[config.mk]
export PLATFORM = sky130hd
export DESIGN_NAME = aud_tx_irq
export DESIGN_NICKNAME = d
export VERILOG_FILES = /design/src/rtl/aud_irq_pkg.sv /design/src/rtl/aud_irq_sticky.sv /design/src/rtl/aud_irq_regs.sv /design/src/rtl/aud_irq_eval.sv /design/src/rtl/aud_tx_irq.sv
export SDC_FILE = /design/constraint.sdc
export NUM_CORES = 1
export LEC_CHECK = 0
export BUFFER_PORTS_ARGS = -buffer_cell sky130_fd_sc_hd__buf_2
export CAP_MARGIN = 30
export CORE_UTILIZATION = 34
export DETAILED_ROUTE_END_ITERATION = 6
export PLACE_DENSITY_LB_ADDON = 0.15
export REMOVE_ABC_BUFFERS = 1
export SLEW_MARGIN = 15
export SYNTH_ARGS = -nofsm -noshare
export SYNTH_HDL_FRONTEND = slang
export SYNTH_SLANG_ARGS = --single-unit
[constraint.sdc]
create_clock -name clk -period 2.6 [get_ports clk]
set_input_delay 0.78 -clock clk [delete_from_list [all_inputs] [get_ports clk]]
set_output_delay 0.78 -clock clk [all_outputs]
set_load 0.01 [all_outputs]
[src/rtl/aud_irq_pkg.sv]
// Shared constants for the audio transmit interrupt unit.
// Assumes three sources whose bit positions are fixed, because software decodes them.
package aud_irq_pkg;
    localparam int NSRC         = 3;   // number of raw interrupt sources
    localparam int SRC_DONE     = 0;   // transmit-complete bit
    localparam int SRC_HALF     = 1;   // half-empty bit
    localparam int SRC_UNDR     = 2;   // underrun bit
    localparam int RAW_VIS      = 7;   // visible width of the raw status read
    localparam int CLR_UNDR_BIT = 0;   // bit of the clear register that clears underrun
endpackage

[src/rtl/aud_irq_sticky.sv]
// Sticky underrun flag.
// Assumes the set and clear requests are single-cycle and registered upstream.
// If set and clear arrive together, set wins, so that a new event is never lost.
module aud_irq_sticky (
    input  logic clk,
    input  logic rst_n,
    input  logic set_req,
    input  logic clr_req,
    output logic ur_q,
    output logic ur_next
);
    // Next value of the flag: set has priority over clear.
    always_comb begin
        ur_next = ur_q;
        if (clr_req) ur_next = 1'b0;
        if (set_req) ur_next = 1'b1;
    end

    // Flag register with synchronous reset.
    always_ff @(posedge clk) begin
        if (!rst_n) ur_q <= 1'b0;
        else        ur_q <= ur_next;
    end

    // the flag is not dropped without a clear request.
    a_r4_sticky_hold: assert property (@(posedge clk) disable iff (!rst_n)
        (ur_q && !clr_req) |=> ur_q);

    // a clear request without a competing set leaves the flag low.
    a_r5_clear_drops: assert property (@(posedge clk) disable iff (!rst_n)
        (clr_req && !set_req) |=> !ur_q);
endmodule

[src/rtl/aud_irq_regs.sv]
// Register port: enable mask (RW), underrun clear (write-only), raw status (RO).
// Assumes single-cycle write strobes. Reads are combinational from registered state.
module aud_irq_regs
    import aud_irq_pkg::*;
#(
    parameter int          AW         = 4,
    parameter int          DW         = 32,
    parameter logic [AW-1:0] ADDR_MASK  = 0,
    parameter logic [AW-1:0] ADDR_CLEAR = 1,
    parameter logic [AW-1:0] ADDR_RAW   = 2
) (
    input  logic            clk,
    input  logic            rst_n,
    input  logic            wr_en,
    input  logic [AW-1:0]   wr_addr,
    input  logic [DW-1:0]   wr_data,
    input  logic [AW-1:0]   rd_addr,
    input  logic [NSRC-1:0] raw_q,
    output logic [NSRC-1:0] mask_q,
    output logic [NSRC-1:0] mask_next,
    output logic            clr_req,
    output logic [DW-1:0]   rd_data
);
    localparam int PAD = RAW_VIS - NSRC;

    logic mask_wr;
    logic unused_wdata;

    assign mask_wr      = wr_en && (wr_addr == ADDR_MASK);
    assign clr_req      = wr_en && (wr_addr == ADDR_CLEAR) && wr_data[CLR_UNDR_BIT];
    assign mask_next    = mask_wr ? wr_data[NSRC-1:0] : mask_q;
    assign unused_wdata = ^wr_data[DW-1:NSRC];

    // Enable mask register, cleared by reset.
    always_ff @(posedge clk) begin
        if (!rst_n) mask_q <= '0;
        else        mask_q <= mask_next;
    end

    // Read mux: mask and raw zero-extended, everything else zero.
    always_comb begin
        rd_data = '0;
        if (rd_addr == ADDR_MASK)     rd_data = DW'(mask_q);
        else if (rd_addr == ADDR_RAW) rd_data = DW'({{PAD{1'b0}}, raw_q});
    end

    // the mask changes only through a mask write.
    a_r9_mask_stable: assert property (@(posedge clk) disable iff (!rst_n)
        !mask_wr |=> $stable(mask_q));
endmodule

[src/rtl/aud_irq_eval.sv]
// Captures the raw interrupt bits and the interrupt line on each evaluation strobe.
// Assumes the strobe is high on every register write and every drain event.
module aud_irq_eval
    import aud_irq_pkg::*;
(
    input  logic            clk,
    input  logic            rst_n,
    input  logic            eval,
    input  logic            fifo_empty,
    input  logic            fifo_half,
    input  logic            tx_busy,
    input  logic            ur_next,
    input  logic [NSRC-1:0] mask_next,
    input  logic [NSRC-1:0] mask_q,
    output logic [NSRC-1:0] raw_q,
    output logic            irq_q
);
    logic [NSRC-1:0] raw_next;

    // Raw bits as they would be sampled now.
    always_comb begin
        raw_next           = '0;
        raw_next[SRC_DONE] = fifo_empty && !tx_busy;
        raw_next[SRC_HALF] = fifo_half;
        raw_next[SRC_UNDR] = ur_next;
    end

    // Capture the raw bits and the masked line only on evaluation.
    always_ff @(posedge clk) begin
        if (!rst_n) begin
            raw_q <= '0;
            irq_q <= 1'b0;
        end else if (eval) begin
            raw_q <= raw_next;
            irq_q <= |(raw_next & mask_next);
        end
    end

    // without an evaluation, the raw bits and the line hold.
    a_r7_hold: assert property (@(posedge clk) disable iff (!rst_n)
        !eval |=> ($stable(raw_q) && $stable(irq_q)));

    // after an evaluation, the line agrees with the registered raw bits and mask.
    a_r6_line: assert property (@(posedge clk) disable iff (!rst_n)
        eval |=> (irq_q == |(raw_q & mask_q)));

    // a busy transmitter never reports completion.
    a_r3_busy_no_done: assert property (@(posedge clk) disable iff (!rst_n)
        (eval && tx_busy) |=> !raw_q[SRC_DONE]);

    // the half-empty bit is the sampled flag.
    a_r2_half: assert property (@(posedge clk) disable iff (!rst_n)
        eval |=> (raw_q[SRC_HALF] == $past(fifo_half)));
endmodule

[src/rtl/aud_tx_irq.sv]
// Interrupt status unit of an audio transmit channel.
// Derives underrun, half-empty and complete bits and masks them onto one line.
// Assumes the flags come from the channel's clock domain and the strobes are single-cycle pulses.
module aud_tx_irq
    import aud_irq_pkg::*;
#(
    parameter int AW = 4,
    parameter int DW = 32
) (
    input  logic          clk,
    input  logic          rst_n,
    input  logic          wr_en,
    input  logic [AW-1:0] wr_addr,
    input  logic [DW-1:0] wr_data,
    input  logic [AW-1:0] rd_addr,
    output logic [DW-1:0] rd_data,
    input  logic          fifo_empty,
    input  logic          fifo_half,
    input  logic          tx_busy,
    input  logic          underrun_set,
    input  logic          drain_evt,
    output logic          irq
);
    logic [NSRC-1:0] raw_q;
    logic [NSRC-1:0] mask_q;
    logic [NSRC-1:0] mask_next;
    logic            clr_req;
    logic            ur_q;
    logic            ur_next;
    logic            eval;

    assign eval = wr_en || drain_evt;

    aud_irq_regs #(.AW(AW), .DW(DW)) u_regs (
        .clk(clk), .rst_n(rst_n), .wr_en(wr_en), .wr_addr(wr_addr),
        .wr_data(wr_data), .rd_addr(rd_addr), .raw_q(raw_q),
        .mask_q(mask_q), .mask_next(mask_next), .clr_req(clr_req),
        .rd_data(rd_data)
    );

    aud_irq_sticky u_sticky (
        .clk(clk), .rst_n(rst_n), .set_req(underrun_set), .clr_req(clr_req),
        .ur_q(ur_q), .ur_next(ur_next)
    );

    aud_irq_eval u_eval (
        .clk(clk), .rst_n(rst_n), .eval(eval), .fifo_empty(fifo_empty),
        .fifo_half(fifo_half), .tx_busy(tx_busy), .ur_next(ur_next),
        .mask_next(mask_next), .mask_q(mask_q), .raw_q(raw_q), .irq_q(irq)
    );

    // once evaluated, the raw underrun bit matches the sticky flag.
    a_r4_raw_tracks_flag: assert property (@(posedge clk) disable iff (!rst_n)
        eval |=> (raw_q[SRC_UNDR] == ur_q));
endmodule

==> Word-level counts from Yosys, hierarchy flattened <==
Cells that the tools add are included.
{ "classes": {"n_reduce_logical": 9, "n_bitwise": 1, "muxes": 5, "n_eq_ne": 2, "order_cmp": 0, "n_mul": 0, "div_mod_pow": 0, "add_sub_neg": 0, "shift": 0} }
{ "op_table": {"columns": ["cell", "n"], "rows": [
  ["32-bit 2-to-1 mux", 1],
  ["4-bit zero test", 2],
  ["3-bit 2-to-1 mux", 2],
  ["4-bit by 1-bit == test with 1-bit output, second input constant", 1],
  ["4-bit by 2-bit == test with 1-bit output, second input constant", 1],
  ["1-bit logical AND", 4],
  ["3-bit AND", 1],
  ["3-bit OR reduction", 1],
  ["1-bit 2-to-1 mux", 2],
  ["1-bit zero test", 1],
  ["1-bit logical OR", 1]
]} }
{ "totals": {"ff_bits": 8, "mem_count": 0, "elab_cells": 21, "rom_bits": 0, "out_inout_bits": 33, "latchBits": 0, "mem_bits_rw": 0} }

==> Longest topological paths before layout <==
{ "depth": {"word_depth": 7, "ltp_mapped": 4, "ltp_nobuf": 4} }

==> Modules after synthesis <==
Synthesis repeated with hierarchy kept, for this count alone.
{ "hier_totals": {"hier_cells": 76, "area_unflattened_um2": 674.4} }
{ "modules_own_cells": {"columns": ["mod", "area_per_inst_um2", "cells_per_inst", "seq_area_each_um2", "n_inst"], "rows": [
  ["aud_irq_regs", 460.4, 56, 60.1, 1],
  ["aud_irq_eval", 160.2, 15, 80.1, 1],
  ["aud_irq_sticky", 47.5, 4, 20.0, 1],
  ["aud_tx_irq", 6.3, 1, 0.0, 1]
]} }

==> Worst setup path before layout <==
No wires, ideal clock.
{ "synth_timing": {"path_kind": "input -> output", "startpoint": "input port rd_addr[3]", "endpoint": "output port rd_data[0]", "path_slack_ns": 0.453, "cell_stages": 2, "required_time_ns": 1.820, "path_buffers": 0, "t_arrival_ns": 1.367, "path_cell_list": "or3_1 > nor2_1"} }
{ "synth_between": {"elab_chain_cells": 3, "elab_cells_between_ends": 4, "cone_classes": "eq/ne: 1; mux: 2; reduce/logical: 1"} }
{ "synth_rtl": {"columns": ["item", "line", "text"], "rows": [
  ["start, declared", "aud_tx_irq.sv:15", "input logic [AW-1:0] rd_addr,"],
  ["4-bit by 2-bit == test with 1-bit output", "aud_irq_regs.sv:44", "else if (rd_addr == ADDR_RAW) rd_data = DW'({{PAD{1'b0}}, raw_q});"],
  ["3-bit 2-to-1 mux", "aud_irq_regs.sv:44", null],
  ["32-bit 2-to-1 mux *", "aud_irq_regs.sv:43", "if (rd_addr == ADDR_MASK) rd_data = DW'(mask_q);"],
  ["end, declared", "aud_tx_irq.sv:16", "output logic [DW-1:0] rd_data,"]
]} }
Mark *: on every way between the ends. The rest lies on a longest branch, timed or not.

==> Final worst setup path <==
{ "layout_timing": {"startpoint": "input port rd_addr[3]", "endpoint": "output port rd_data[2]"} }
Same word-level chain as after synthesis.

==> qor.yml <==
cells_and_area:
  diodes: 0
  final_common_cell: "conb_1"
  drive_above_1_share_pct: 26.9
  fin_nets: 154
  fill_cells: 201
  area_growth_pct: 7.79
  mostFrequentLayoutCells: "conb_1 (29), buf_2 (22), dfxtp_1 (8), nand3_1 (5), a21boi_0 (5)"
clocking:
  hold_buffers: 0
  insertion_delay_ns: 0.25
  post_cts_resized: 0
  cts_sinks: 8
  cts_max_level: 1
  cts_root_buffer: "clkbuf_4"
  cts_buffers: 3
  clk_pin_slew_ns: 0.05
  post_cts_buffers: 0
  cts_max_path_buffers: 2
  cts_tree: "done"
status:
  outcome: "finished clean"
detailed_routing:
  post_drt_via_cell_ratio: 4.12
  routed_wl_um: 1100
  drt_iter0_drc: 7
  ant_nets: 0
  avgRoutedWirePerCell_um: 8.54
  drc_errors: 0
  first_pass_iters: 4
  vias: 531
placed_design:
  port_buffers: 22
  hpwl_um: 901
  place.gp.congestion: 0.767
power:
  finalPower_w: 0.000287
  ir_worst_vdd_mv: 0.134
  leakage_nw: 0.347
  powerDensity_mw_per_mm2: 404
synth:
  avgSynthCellArea_um2: 8.23
  syn_inst: 80
  synth_cell_type_count: 23
  synth-seq-cells: 8
  yosys_warnings: 0
  syn_area_um2: 658
  async_flop_share_pct: 0
  ys_seq_area_share_pct: 24.3
  synth-edff-count: 0
  synthFlopType: "dfxtp_1"
timing:
  finalSetupViolations: 0
  setup_tns_ns: 0
  hold_violations: 0
  fin_skew_ns: 0.000594
  min_period_ns: 2.31
  maxSlewViolCount: 0
  fin_crit_sh_pct: 88.9
  rsz0062_at_grt: "false"
  fmax_mhz: 433
hold_path:
  min_path_type: "reg -> reg"
setup_path:
  reg2reg_depth: 3
  cp_data_arrival_time_ns: 1.53
  r2r_start: "u_eval.irq_q$_SDFFE_PN0P_"
  worst_setup_path_start_kind: "input pin"
  critical_path_class: "in -> out"
  critPathMaxFanout: 3
  r2r_setup_slack_ns: 1.55
  reg2reg_to: "u_eval.irq_q$_SDFFE_PN0P_"
  worstPathRequired_ns: 1.82
  end_kind: "output pin"
  crit_path_start: "rd_addr[3]"
  crit_path_end: "rd_data[2]"
floorplan:
  die_area_mm2: 0.00212
  fp.dieW_um: 46.0
  ios: 81
  start_util_pct: 37.3
  coreArea_mm2: 0.00176
  rows: 15
  die_y_um: 46.0
global_routing:
  grt_pass1_vias: 396
  grt.total_usage_pct: 12.2
  antenna_found_initial: 0
  grt_overflow_total: 0
  grt_pass1_wl_um: 1700
  grt_max_degree: 9
flow_run:
  timing.max_cap.violations: 0
## worst min-delay path by stage
stage / startpoint / to / slack [ns] / depth (start not counted)
after floorplan: u_eval.raw_q[0]$_SDFFE_PN0P_ / u_eval.raw_q[0]$_SDFFE_PN0P_ / 0.44 / 2
after global placement: u_eval.raw_q[0]$_SDFFE_PN0P_ / u_eval.raw_q[0]$_SDFFE_PN0P_ / 0.45 / 2
after detailed placement: u_eval.raw_q[0]$_SDFFE_PN0P_ / u_eval.raw_q[0]$_SDFFE_PN0P_ / 0.46 / 2
after CTS: u_eval.raw_q[0]$_SDFFE_PN0P_ / u_eval.raw_q[0]$_SDFFE_PN0P_ / 0.47 / 2
after global routing: u_eval.raw_q[1]$_SDFFE_PN0P_ / u_eval.raw_q[1]$_SDFFE_PN0P_ / 0.50 / 2
final: u_eval.raw_q[0]$_SDFFE_PN0P_ / u_eval.raw_q[0]$_SDFFE_PN0P_ / 0.46 / 2
## critical path: stages
cell and delay, ns:
buf_2 0.09, or3_1 0.41, nor2_1 0.12, buf_2 0.13
## per-layer routing
| layer | up-vias | share of wire (%) | GRT usage [%] |
|---|---|---|---|
| met5 | - | 0 | 0 |
| li1 | 266 | - | - |
| met2 | 40 | 41 | 16.1 |
| met1 | 223 | 46 | 15.0 |
| met4 | 0 | 1.1 | 10.6 |
| met3 | 2 | 12 | 5.16 |
## logic make-up after synthesis
logic type / count (synthesis) / synth area share [%]
AND/OR/NAND/NOR: 20 / 18.1
multiplexers: 3 / 4.56
other: 1 / 0.570
buffers and inverters: 31 / 34.2
AO/OA/AOI/OAI: 17 / 18.3
flip-flops: 8 / 24.3
## cell type report
cell class	instances	area [µm²]	area share (%)
Clock buffer	3	22.5	3.17
Inverter	2	7.51	1.06
Multi-Input combinational cell	69	378	53.3
Sequential cell	8	160	22.6
Tap cell	25	31.3	4.41
Timing Repair Buffer	22	110	15.5
## state kept, by name, summed over array words and instances, names as in the netlist
register       count
u_eval.raw_q       3
u_regs.mask_q      3
u_eval.irq_q       1
u_sticky.ur_q      1
## cells in the mapped netlist, drive strengths merged, types with 2 or more instances
library cell	count	area, µm²
nor2b	2	12.5
mux2i	3	30.0
a211o	2	17.5
nand2	3	11.3
a21boi	5	37.5
nor2	4	15.0
o21ai	6	30.0
dfxtp	8	160
inv	2	7.51
nand3	5	25.0
buf	29	218
## power breakdown
group | internal, W | total, W | switching, W | leakage (nW)
logic | 0.0000215 | 0.0000609 | 0.0000394 | 0.267
registers | 0.000128 | 0.000131 | 0.00000248 | 0.0656
clock network | 0.0000528 | 0.0000952 | 0.0000424 | 0.0138
## through the flow
stage	hold WS, ns	utilization, %	setup WS, ns	area [µm²]	std cells
2_1_floorplan	0.441	-	0.453	546	79
3_3_place_gp	0.451	38.9	0.307	687	126
3_5_place_dp	0.460	38.9	0.292	687	126
4_1_cts	0.467	40.2	0.289	709	129
5_1_grt	0.496	40.2	0.257	709	129
6_report	0.462	40.2	0.290	709	129
No activity file was read; power rests on OpenSTA's default activity.
